$ cat src/rtl/flag_alu_pkg.sv
package flag_alu_pkg;
  localparam int OP_W = 4;

  typedef enum logic [OP_W-1:0] {
    OP_COPY = 4'h0,
    OP_OR   = 4'h1,
    OP_AND  = 4'h2,
    OP_XOR  = 4'h3,
    OP_ADD  = 4'h4,
    OP_SUB  = 4'h5,
    OP_SHR  = 4'h6,
    OP_RSUB = 4'h7,
    OP_SHL  = 4'hE
  } alu_op_e;
endpackage

$ cat src/rtl/flag_alu_exec.sv
module flag_alu_exec
  import flag_alu_pkg::*;
#(
  parameter int DATA_W = 8
) (
  input  logic              valid_i,
  input  logic              imm_mode_i,
  input  logic [OP_W-1:0]   op_i,
  input  logic [DATA_W-1:0] x_i,
  input  logic [DATA_W-1:0] y_i,
  input  logic [DATA_W-1:0] imm_i,
  output logic [DATA_W-1:0] res_o,
  output logic              res_we_o,
  output logic              flag_o,
  output logic              flag_we_o,
  output logic              illegal_o
);
  localparam int WIDE_W = DATA_W + 1;

  logic [WIDE_W-1:0] sum_w;
  logic [DATA_W-1:0] res_c;
  logic              flag_c, flag_def, res_def, bad_op;

  assign sum_w = {1'b0, x_i} + {1'b0, y_i};

  always_comb begin
    res_c    = '0;
    flag_c   = 1'b0;
    flag_def = 1'b0;
    res_def  = 1'b0;
    bad_op   = 1'b0;
    if (imm_mode_i) begin
      res_c   = x_i + imm_i;
      res_def = 1'b1;
    end else begin
      unique case (op_i)
        OP_COPY: begin res_c = y_i;       res_def = 1'b1; end
        OP_OR:   begin res_c = x_i | y_i; res_def = 1'b1; end
        OP_AND:  begin res_c = x_i & y_i; res_def = 1'b1; end
        OP_XOR:  begin res_c = x_i ^ y_i; res_def = 1'b1; end
        OP_ADD: begin
          res_c = sum_w[DATA_W-1:0]; flag_c = sum_w[DATA_W];
          res_def = 1'b1; flag_def = 1'b1;
        end
        OP_SUB: begin
          res_c = x_i - y_i; flag_c = (x_i > y_i);
          res_def = 1'b1; flag_def = 1'b1;
        end
        OP_RSUB: begin
          res_c = y_i - x_i; flag_c = (y_i > x_i);
          res_def = 1'b1; flag_def = 1'b1;
        end
        OP_SHR: begin
          res_c = x_i >> 1; flag_c = x_i[0];
          res_def = 1'b1; flag_def = 1'b1;
        end
        OP_SHL: begin
          res_c = x_i << 1; flag_c = x_i[DATA_W-1];
          res_def = 1'b1; flag_def = 1'b1;
        end
        default: bad_op = 1'b1;
      endcase
    end
  end

  assign res_o     = res_c;
  assign flag_o    = flag_c;
  assign res_we_o  = valid_i & res_def;
  assign flag_we_o = valid_i & flag_def;
  assign illegal_o = valid_i & bad_op;
endmodule

$ cat src/rtl/flag_alu_regfile.sv
module flag_alu_regfile #(
  parameter int DATA_W   = 8,
  parameter int NUM_REGS = 16,
  localparam int IDX_W   = $clog2(NUM_REGS),
  localparam int FLAG_IDX = NUM_REGS - 1
) (
  input  logic                             clk_i,
  input  logic                             rst_ni,
  input  logic [IDX_W-1:0]                 x_idx_i,
  input  logic [IDX_W-1:0]                 y_idx_i,
  input  logic                             res_we_i,
  input  logic [DATA_W-1:0]                res_i,
  input  logic                             flag_we_i,
  input  logic                             flag_i,
  output logic [DATA_W-1:0]                x_val_o,
  output logic [DATA_W-1:0]                y_val_o,
  output logic [NUM_REGS-1:0][DATA_W-1:0]  regs_o
);
  logic [DATA_W-1:0] regs_q [NUM_REGS];
  logic [DATA_W-1:0] flag_word;

  assign flag_word = {{(DATA_W-1){1'b0}}, flag_i};

  for (genvar g = 0; g < NUM_REGS; g++) begin : g_reg
    always_ff @(posedge clk_i or negedge rst_ni) begin
      if (!rst_ni) begin
        regs_q[g] <= '0;
      end else if (flag_we_i && (g == FLAG_IDX)) begin
        // flag beats result when X aliases the flag register
        regs_q[g] <= flag_word;
      end else if (res_we_i && (x_idx_i == IDX_W'(g))) begin
        regs_q[g] <= res_i;
      end
    end
    assign regs_o[g] = regs_q[g];
  end

  assign x_val_o = regs_q[x_idx_i];
  assign y_val_o = regs_q[y_idx_i];
endmodule

$ cat src/rtl/flag_alu_core.sv
module flag_alu_core
  import flag_alu_pkg::*;
#(
  parameter int DATA_W   = 8,
  parameter int NUM_REGS = 16,
  localparam int IDX_W   = $clog2(NUM_REGS)
) (
  input  logic              clk_i,
  input  logic              rst_ni,
  input  logic              valid_i,
  input  logic              imm_mode_i,
  input  logic [OP_W-1:0]   op_i,
  input  logic [IDX_W-1:0]  x_idx_i,
  input  logic [IDX_W-1:0]  y_idx_i,
  input  logic [DATA_W-1:0] imm_i,
  output logic [DATA_W-1:0] x_val_o,
  output logic [DATA_W-1:0] y_val_o,
  output logic              illegal_o
);
  logic [DATA_W-1:0]               res_w;
  logic                            res_we_w, flag_w, flag_we_w;
  logic [NUM_REGS-1:0][DATA_W-1:0] regs_w;

  flag_alu_exec #(.DATA_W(DATA_W)) exec_i (
    .valid_i   (valid_i),
    .imm_mode_i(imm_mode_i),
    .op_i      (op_i),
    .x_i       (x_val_o),
    .y_i       (y_val_o),
    .imm_i     (imm_i),
    .res_o     (res_w),
    .res_we_o  (res_we_w),
    .flag_o    (flag_w),
    .flag_we_o (flag_we_w),
    .illegal_o (illegal_o)
  );

  flag_alu_regfile #(.DATA_W(DATA_W), .NUM_REGS(NUM_REGS)) rf_i (
    .clk_i    (clk_i),
    .rst_ni   (rst_ni),
    .x_idx_i  (x_idx_i),
    .y_idx_i  (y_idx_i),
    .res_we_i (res_we_w),
    .res_i    (res_w),
    .flag_we_i(flag_we_w),
    .flag_i   (flag_w),
    .x_val_o  (x_val_o),
    .y_val_o  (y_val_o),
    .regs_o   (regs_w)
  );
endmodule

$ cat config.mk
export PLATFORM = sky130hd
export DESIGN_NAME = flag_alu_core
export DESIGN_NICKNAME = d
export VERILOG_FILES = /design/src/rtl/flag_alu_pkg.sv /design/src/rtl/flag_alu_exec.sv /design/src/rtl/flag_alu_regfile.sv /design/src/rtl/flag_alu_core.sv
export SDC_FILE = /design/constraint.sdc
export NUM_CORES = 1
export LEC_CHECK = 0
export BUFFER_PORTS_ARGS = -buffer_cell sky130_fd_sc_hd__clkbuf_2
export CORE_MARGIN = 1.5
export CORE_UTILIZATION = 61
export CTS_CLUSTER_SIZE = 16
export DETAILED_ROUTE_END_ITERATION = 8
export MAX_ROUTING_LAYER = met4
export PLACE_DENSITY_LB_ADDON = 0.12
export SETUP_SLACK_MARGIN = 0.3
export SLEW_MARGIN = 10
export SYNTH_ARGS = -nofsm -noshare
export SYNTH_HDL_FRONTEND = slang
export SYNTH_SLANG_ARGS = --single-unit
$ cat constraint.sdc
create_clock -name clk_i -period 5.6 [get_ports clk_i]
set_clock_uncertainty 0.2 [all_clocks]
set_input_delay 0.28 -clock clk_i [delete_from_list [all_inputs] [get_ports clk_i]]
set_output_delay 0.28 -clock clk_i [all_outputs]
set_load 0.02 [all_outputs]
==> impl_metrics.json, run 1 <==
{
  "hpwl_um": 21820,
  "routed-via-count": 8358,
  "drt_iter0_drc": 1208,
  "synth_ff_type": "dfrtp_1",
  "drv_cap": 0,
  "end_kind": "flip-flop",
  "syn_inst": 922,
  "drive_gt1_frac": 0.2524,
  "cts_setup_buffers": 0,
  "port_buffers": 40,
  "muxShareOfSynthArea": 0.2675,
  "netlist_top_cells_count": "nand2_1, dfrtp_1, mux2_2, nor2_1, mux4_2",
  "p_switching_w": 0.001807,
  "dieArea_mm2": 0.01656,
  "grt_pass1_wl_um": 49020,
  "postSynthAreaPerCell_um2": 10.45,
  "remaining_drc_errors": 0,
  "avgViaCountPerCell": 7.168,
  "largest_register_ffs": 128,
  "cts_inserted_buffers": 17,
  "synthTopCellsByArea": "dfrtp_1, mux4_2, mux2_2",
  "tns_ns": 0,
  "die_w_um": 128.7,
  "syn_nets": 991,
  "wl_um": 31440,
  "synth_seq_area_share": 0.3325,
  "p_seq_frac": 0.309,
  "clock-sinks": 128,
  "timing.final.max_slew_violations": 0,
  "syn_to_final_growth_pct": 9.831,
  "hold_class": "in2async",
  "synth_edf_count": 0,
  "yosys_warnings": 0,
  "p_int_w": 0.002793,
  "rsz0062_at_grt": "false",
  "synth_top_area_cell": "dfrtp_1",
  "postLayoutCellArea_mm2": 0.01058,
  "antenna_found_initial": 0,
  "grt_pass1_vias": 8455,
  "cts_tree": "built",
  "diodes": 0,
  "switching_share": 0.3928,
  "fin_total_pwr_w": 0.004600,
  "clkPwrFrac": 0.256,
  "start_util": 0.6291,
  "io_pins": 41,
  "cts_max_path_buffers": 2,
  "grt_max_degree": 70,
  "ys_types": 84,
  "synth_compound_area_frac": 0.1448,
  "h-tree-depth": 4,
  "overflow": 0,
  "drtPass1Iterations": 5,
  "status": "finished, final reports clean",
  "dpl-instance-area_mm2": 0.009940,
  "synth_top_area_share": 0.3325,
  "fillers": 1137,
  "grt_use_total": 0.4125,
  "fmax_mhz": 205.3,
  "synth-simple-area-share": 0.1347,
  "max_slew_margin": 0.2978,
  "cp.required_ns": 5.71,
  "setup_viol_count_final": 0,
  "power_density_mw_per_mm2": 434.7,
  "fin_crit_ns": 4.871,
  "die_y_um": 128.7,
  "clock_latency_ns": 0.42,
  "power_frac_comb": 0.435,
  "clockRootBuffer": "clkbuf_16",
  "synth_adder_area_share": 0.06156,
  "final_antenna_net_count": 0,
  "wire_per_inst_um": 26.96,
  "yosysMostFrequentCell": "nand2_1",
  "crit_type": "reg2reg",
  "syn_area_mm2": 0.009634,
  "synth_xor_area_frac": 0.008701,
  "rows": 45,
  "cp.arrival_ns": 4.98,
  "p_leak_nw": 4.725,
  "timing.final.crit_share": 0.8698,
  "synthArstFlopShare": 1.000,
  "synth_top_family_by_area": "multiplexers",
  "core_area_mm2": 0.01531,
  "ys_seq_elements": 128,
  "path_max_fanout": 16,
  "finalHoldViolations": 0,
  "gp_congestion": 0.9784,
  "final_nets": 1012,
  "clkTransAtPathRegs_ns": 0.06,
  "start_kind": "flip-flop",
  "tightestPinTransition_ns": 1.044,
  "ir_worst_vdd_v": 0.0002867
}
## what timing repair did
action,in CTS,in global routing
hold buffers,1,0
endpoints found under the setup margin,0,15
resized for setup,0,1
endpoints found under the hold margin,68,0
## cell families (layout without fill, tap and decap cells)
group / count (synthesis) / after routing
xor gates and xnor gates: 8 / 8
buffers and inverters: 100 / 133
muxes: 159 / 159
adders and majority gates: 45 / 45
and+or+nand+nor: 278 / 278
AOI/OAI and AO/OA: 204 / 204
DFF: 128 / 128
## area by class of cell
type                    instances  area, µm²  share of cell area
multi-input cells             694       5953              0.5626
flip-flops and latches        128       3203              0.3027
clock buffers                  18      439.2             0.04150
repair buffers                 66      400.4             0.03784
well taps                     211      264.0             0.02495
clock inverters                13      186.4             0.01762
inverters                      36      135.1             0.01277
## power groups by stage
stage / registers (W) / clock network (W) / logic, W
2_1_floorplan: 0.00132 / 0 / 0.00146
6_report: 0.00142 / 0.00118 / 0.00200
5_1_grt: 0.00144 / 0.00121 / 0.00215
3_5_place_dp: 0.00140 / 0 / 0.00194
4_1_cts: 0.00140 / 0.00117 / 0.00196
3_3_place_gp: 0.00137 / 0 / 0.00189
## metal layers
metal	share of wire	GRT usage
met1	0.36	0.4934
met2	0.48	0.6502
met3	0.10	0.09480
met4	0.064	0.2274
met5	0	-
## placed cells by master, fill, tap and decap left out, types with 31 or more instances in the layout
| cell type | instances |
|---|---|
| dfrtp_1 | 128 |
| mux4_2 | 55 |
| o21ai_0 | 33 |
| ha_1 | 41 |
| inv_1 | 31 |
| a21oi_1 | 52 |
| nor2_1 | 63 |
| mux2_2 | 68 |
| nand2_1 | 131 |
| clkbuf_2 | 39 |
## per-stage QoR
step | setup WS [ns] | hold slack, ns | utilization | cells
2_1_floorplan | 0.8400 | -0.2156 | - | 922
3_3_place_gp | 0.3754 | 0.2196 | 0.6490 | 1134
3_5_place_dp | 0.2840 | 0.2408 | 0.6490 | 1134
4_1_cts | 0.5939 | 0.3078 | 0.6905 | 1166
5_1_grt | 0.5170 | 0.3398 | 0.6909 | 1166
6_report | 0.7291 | 0.3095 | 0.6909 | 1166
## critical path, stage by stage, from the launching register on
cell and delay, ns:
dfrtp_1 0.41, mux4_1 0.52, mux4_2 0.65, inv_2 0.17
ha_1 0.34, or2_0 0.23, a221oi_1 0.62, mux2i_1 0.22
or4_1 0.55, nor3_2 0.21, o21ai_2 0.23, mux2_2 0.37
## final timing paths
kind / cells past startpoint / endpoint / startpoint / slack, ns
worst min-delay path: 2 / rf_i.regs_o[66] / rst_ni / 0.31
min in group clk_i: 2 / rf_i.regs_o[50] / rf_i.regs_o[50] / 0.31
worst max-delay path: 11 / rf_i.regs_o[21] / rf_i.regs_o[121] / 0.73
worst max register to register: 11 / rf_i.regs_o[21] / rf_i.regs_o[121] / 0.73
max in group asynchronous: 3 / rf_i.regs_o[120] / rst_ni / 3.55
worst min register to register: 2 / rf_i.regs_o[50] / rf_i.regs_o[50] / 0.31
No activity file was read; power rests on OpenSTA's default activity.
==> inputs of run 2 (changes only) <==
Settings changed: CORE_ASPECT_RATIO from default to 2.
==> run 2 against run 1 <==
First-iteration DRC count is 25% lower. Flip-flop and latch count stayed put. Critical path depth is 2 higher. Global-route usage is 1.3 points higher. Cell count is 0.60% lower. Largest power group unchanged. Wire length is 4.3% higher. Worst setup slack worse by 0.074 ns. Non-clock buffer count is 5 higher. Die area is 0.27% higher.
==> impl_metrics.json, run 2 (synthesis gave the netlist of run 1 again) <==
{
  "status": "finished, final reports clean",
  "wl_um": 32800,
  "final_nets": 1017,
  "max_slew_margin": 0.07473,
  "fillers": 1162,
  "finalHoldViolations": 0,
  "die_w_um": 91.87,
  "grt_use_total": 0.4251,
  "grt_max_degree": 72,
  "rsz0062_at_grt": "false",
  "syn_to_final_growth_pct": 10.77,
  "cts_inserted_buffers": 17,
  "r2r_cells": 11,
  "detailedPlace.worstSlack_ns": 0.3251,
  "cp.required_ns": 5.71,
  "antenna_found_initial": 0,
  "r2r_start": "rf_i.regs_o[121]",
  "grt_pass1_wl_um": 50290,
  "core_area_mm2": 0.01537,
  "cp.arrival_ns": 5.05,
  "final_cell_mix": "nand2_1, dfrtp_1, mux2_2",
  "fmax_mhz": 202.2,
  "end_kind": "flip-flop",
  "routed-via-count": 8369,
  "h-tree-depth": 4,
  "hold_class": "reg2reg",
  "fin_util": 0.6941,
  "grt_pass1_vias": 8651,
  "drv_cap": 0,
  "remaining_drc_errors": 0,
  "path_max_fanout": 17,
  "avgViaCountPerCell": 7.221,
  "clkTransAtPathRegs_ns": 0.06,
  "holdPathStages": 2,
  "drtPass1Iterations": 6,
  "clock_latency_ns": 0.43,
  "crit_type": "in2reg",
  "tns_ns": 0,
  "port_buffers": 40,
  "clockRootBuffer": "clkbuf_16",
  "critPathSlowestCell": "a221oi_1",
  "min_from": "rf_i.regs_o[115]",
  "reg2reg_to": "rf_i.regs_o[13]",
  "io_pins": 41,
  "cp-startpoint": "y_idx_i[1]",
  "cpLargestDelayFamily": "multiplexers",
  "finalWorstSetupSlack_ns": 0.6548,
  "final_common_cell": "nand2_1",
  "ff2ff_setup_slack_ns": 0.70,
  "start_kind": "input port",
  "dieArea_mm2": 0.01660,
  "timing.final.max_slew_violations": 0,
  "slowest_delay_ns": 0.70,
  "p_leak_nw": 4.785,
  "crit_buf_inv": 3,
  "crit_chain": "clkbuf_2, buf_4, mux4_1, mux4_2, inv_2, ha_1, or2_0, a221oi_1, mux2i_1, or4_1, nor3_2, o21ai_2, mux2_2",
  "tightestPinTransition_ns": 1.377,
  "clock-sinks": 128,
  "min_to": "rf_i.regs_o[115]",
  "timing.final.crit_share": 0.8831,
  "final_antenna_net_count": 0,
  "drt_iter0_drc": 904,
  "setup_viol_count_final": 0,
  "ir_worst_vdd_v": 0.0004359,
  "start_util": 0.6266,
  "cts_tree": "built",
  "diodes": 0,
  "drive_gt1_frac": 0.2581,
  "wire_per_inst_um": 28.30,
  "largest_register_ffs": 128,
  "gp_congestion": 0.9757,
  "hpwl_um": 24260,
  "overflow": 0,
  "cts_max_path_buffers": 2,
  "fin_crit_ns": 4.945,
  "rows": 64,
  "power_density_mw_per_mm2": 444.2,
  "cts-resized-gates": 0,
  "die_y_um": 180.7,
  "whs_ns": 0.3058
}
==> run 2: metrics by stage <==
stage / instance area (µm²) / total power (W) / cells
4_1_cts: 10670 / 0.004689 / 1159
2_1_floorplan: 9634 / 0.002776 / 922
3_5_place_dp: 9980 / 0.003394 / 1126
6_report: 10670 / 0.004741 / 1159
3_3_place_gp: 9980 / 0.003310 / 1126
5_1_grt: 10670 / 0.004931 / 1159
==> run 2: worst max path at each step <==
| stage | cells past startpoint | to | slack [ns] |
|---|---|---|---|
| after global routing | 13 | rf_i.regs_o[76] | 0.53 |
| final | 13 | rf_i.regs_o[13] | 0.65 |
| after global placement | 13 | rf_i.regs_o[5] | 0.39 |
| after detailed placement | 13 | rf_i.regs_o[85] | 0.33 |
| after CTS | 13 | rf_i.regs_o[54] | 0.54 |
| after floorplan | 17 | rf_i.regs_o[118] | 0.84 |
==> run 2: worst reg2reg max path: stages, from the launching register on <==
cell and delay (ns):
dfrtp_1 0.43, mux4_1 0.53, mux4_2 0.64, inv_2 0.15, ha_1 0.33, or2_0 0.25, a221oi_1 0.70, mux2i_1 0.18
or4_1 0.56, nor3_2 0.22, o21ai_2 0.22, mux2_2 0.37
==> run 2: final cells by class <==
cell class | instances | area (µm²) | share of cell area
sequential | 128 | 3203 | 0.3002
timing repair buffer | 71 | 450.4 | 0.04221
tap | 198 | 247.7 | 0.02321
multi-input combinational | 694 | 5959 | 0.5584
clock buffer | 18 | 439.2 | 0.04115
inverter | 36 | 135.1 | 0.01266
clock inverter | 14 | 236.5 | 0.02216
==> run 2: power by group <==
part           leakage [nW]  internal (W)  switching (W)
registers              1.68       0.00119       0.000241
logic                  2.78      0.000861        0.00117
clock network         0.326      0.000846       0.000433
==> run 2: metal layers <==
metal | track usage | wire (µm)
met3 | 0.07828 | 2104
met1 | 0.4219 | 10240
met2 | 0.7132 | 17310
met4 | 0.3409 | 3149
met5 | - | 0
==> run 2: repair_timing <==
item,4_1_cts,5_1_grt
setup buffers,0,0
endpoints found under the hold margin,70,0
hold buffers,1,0
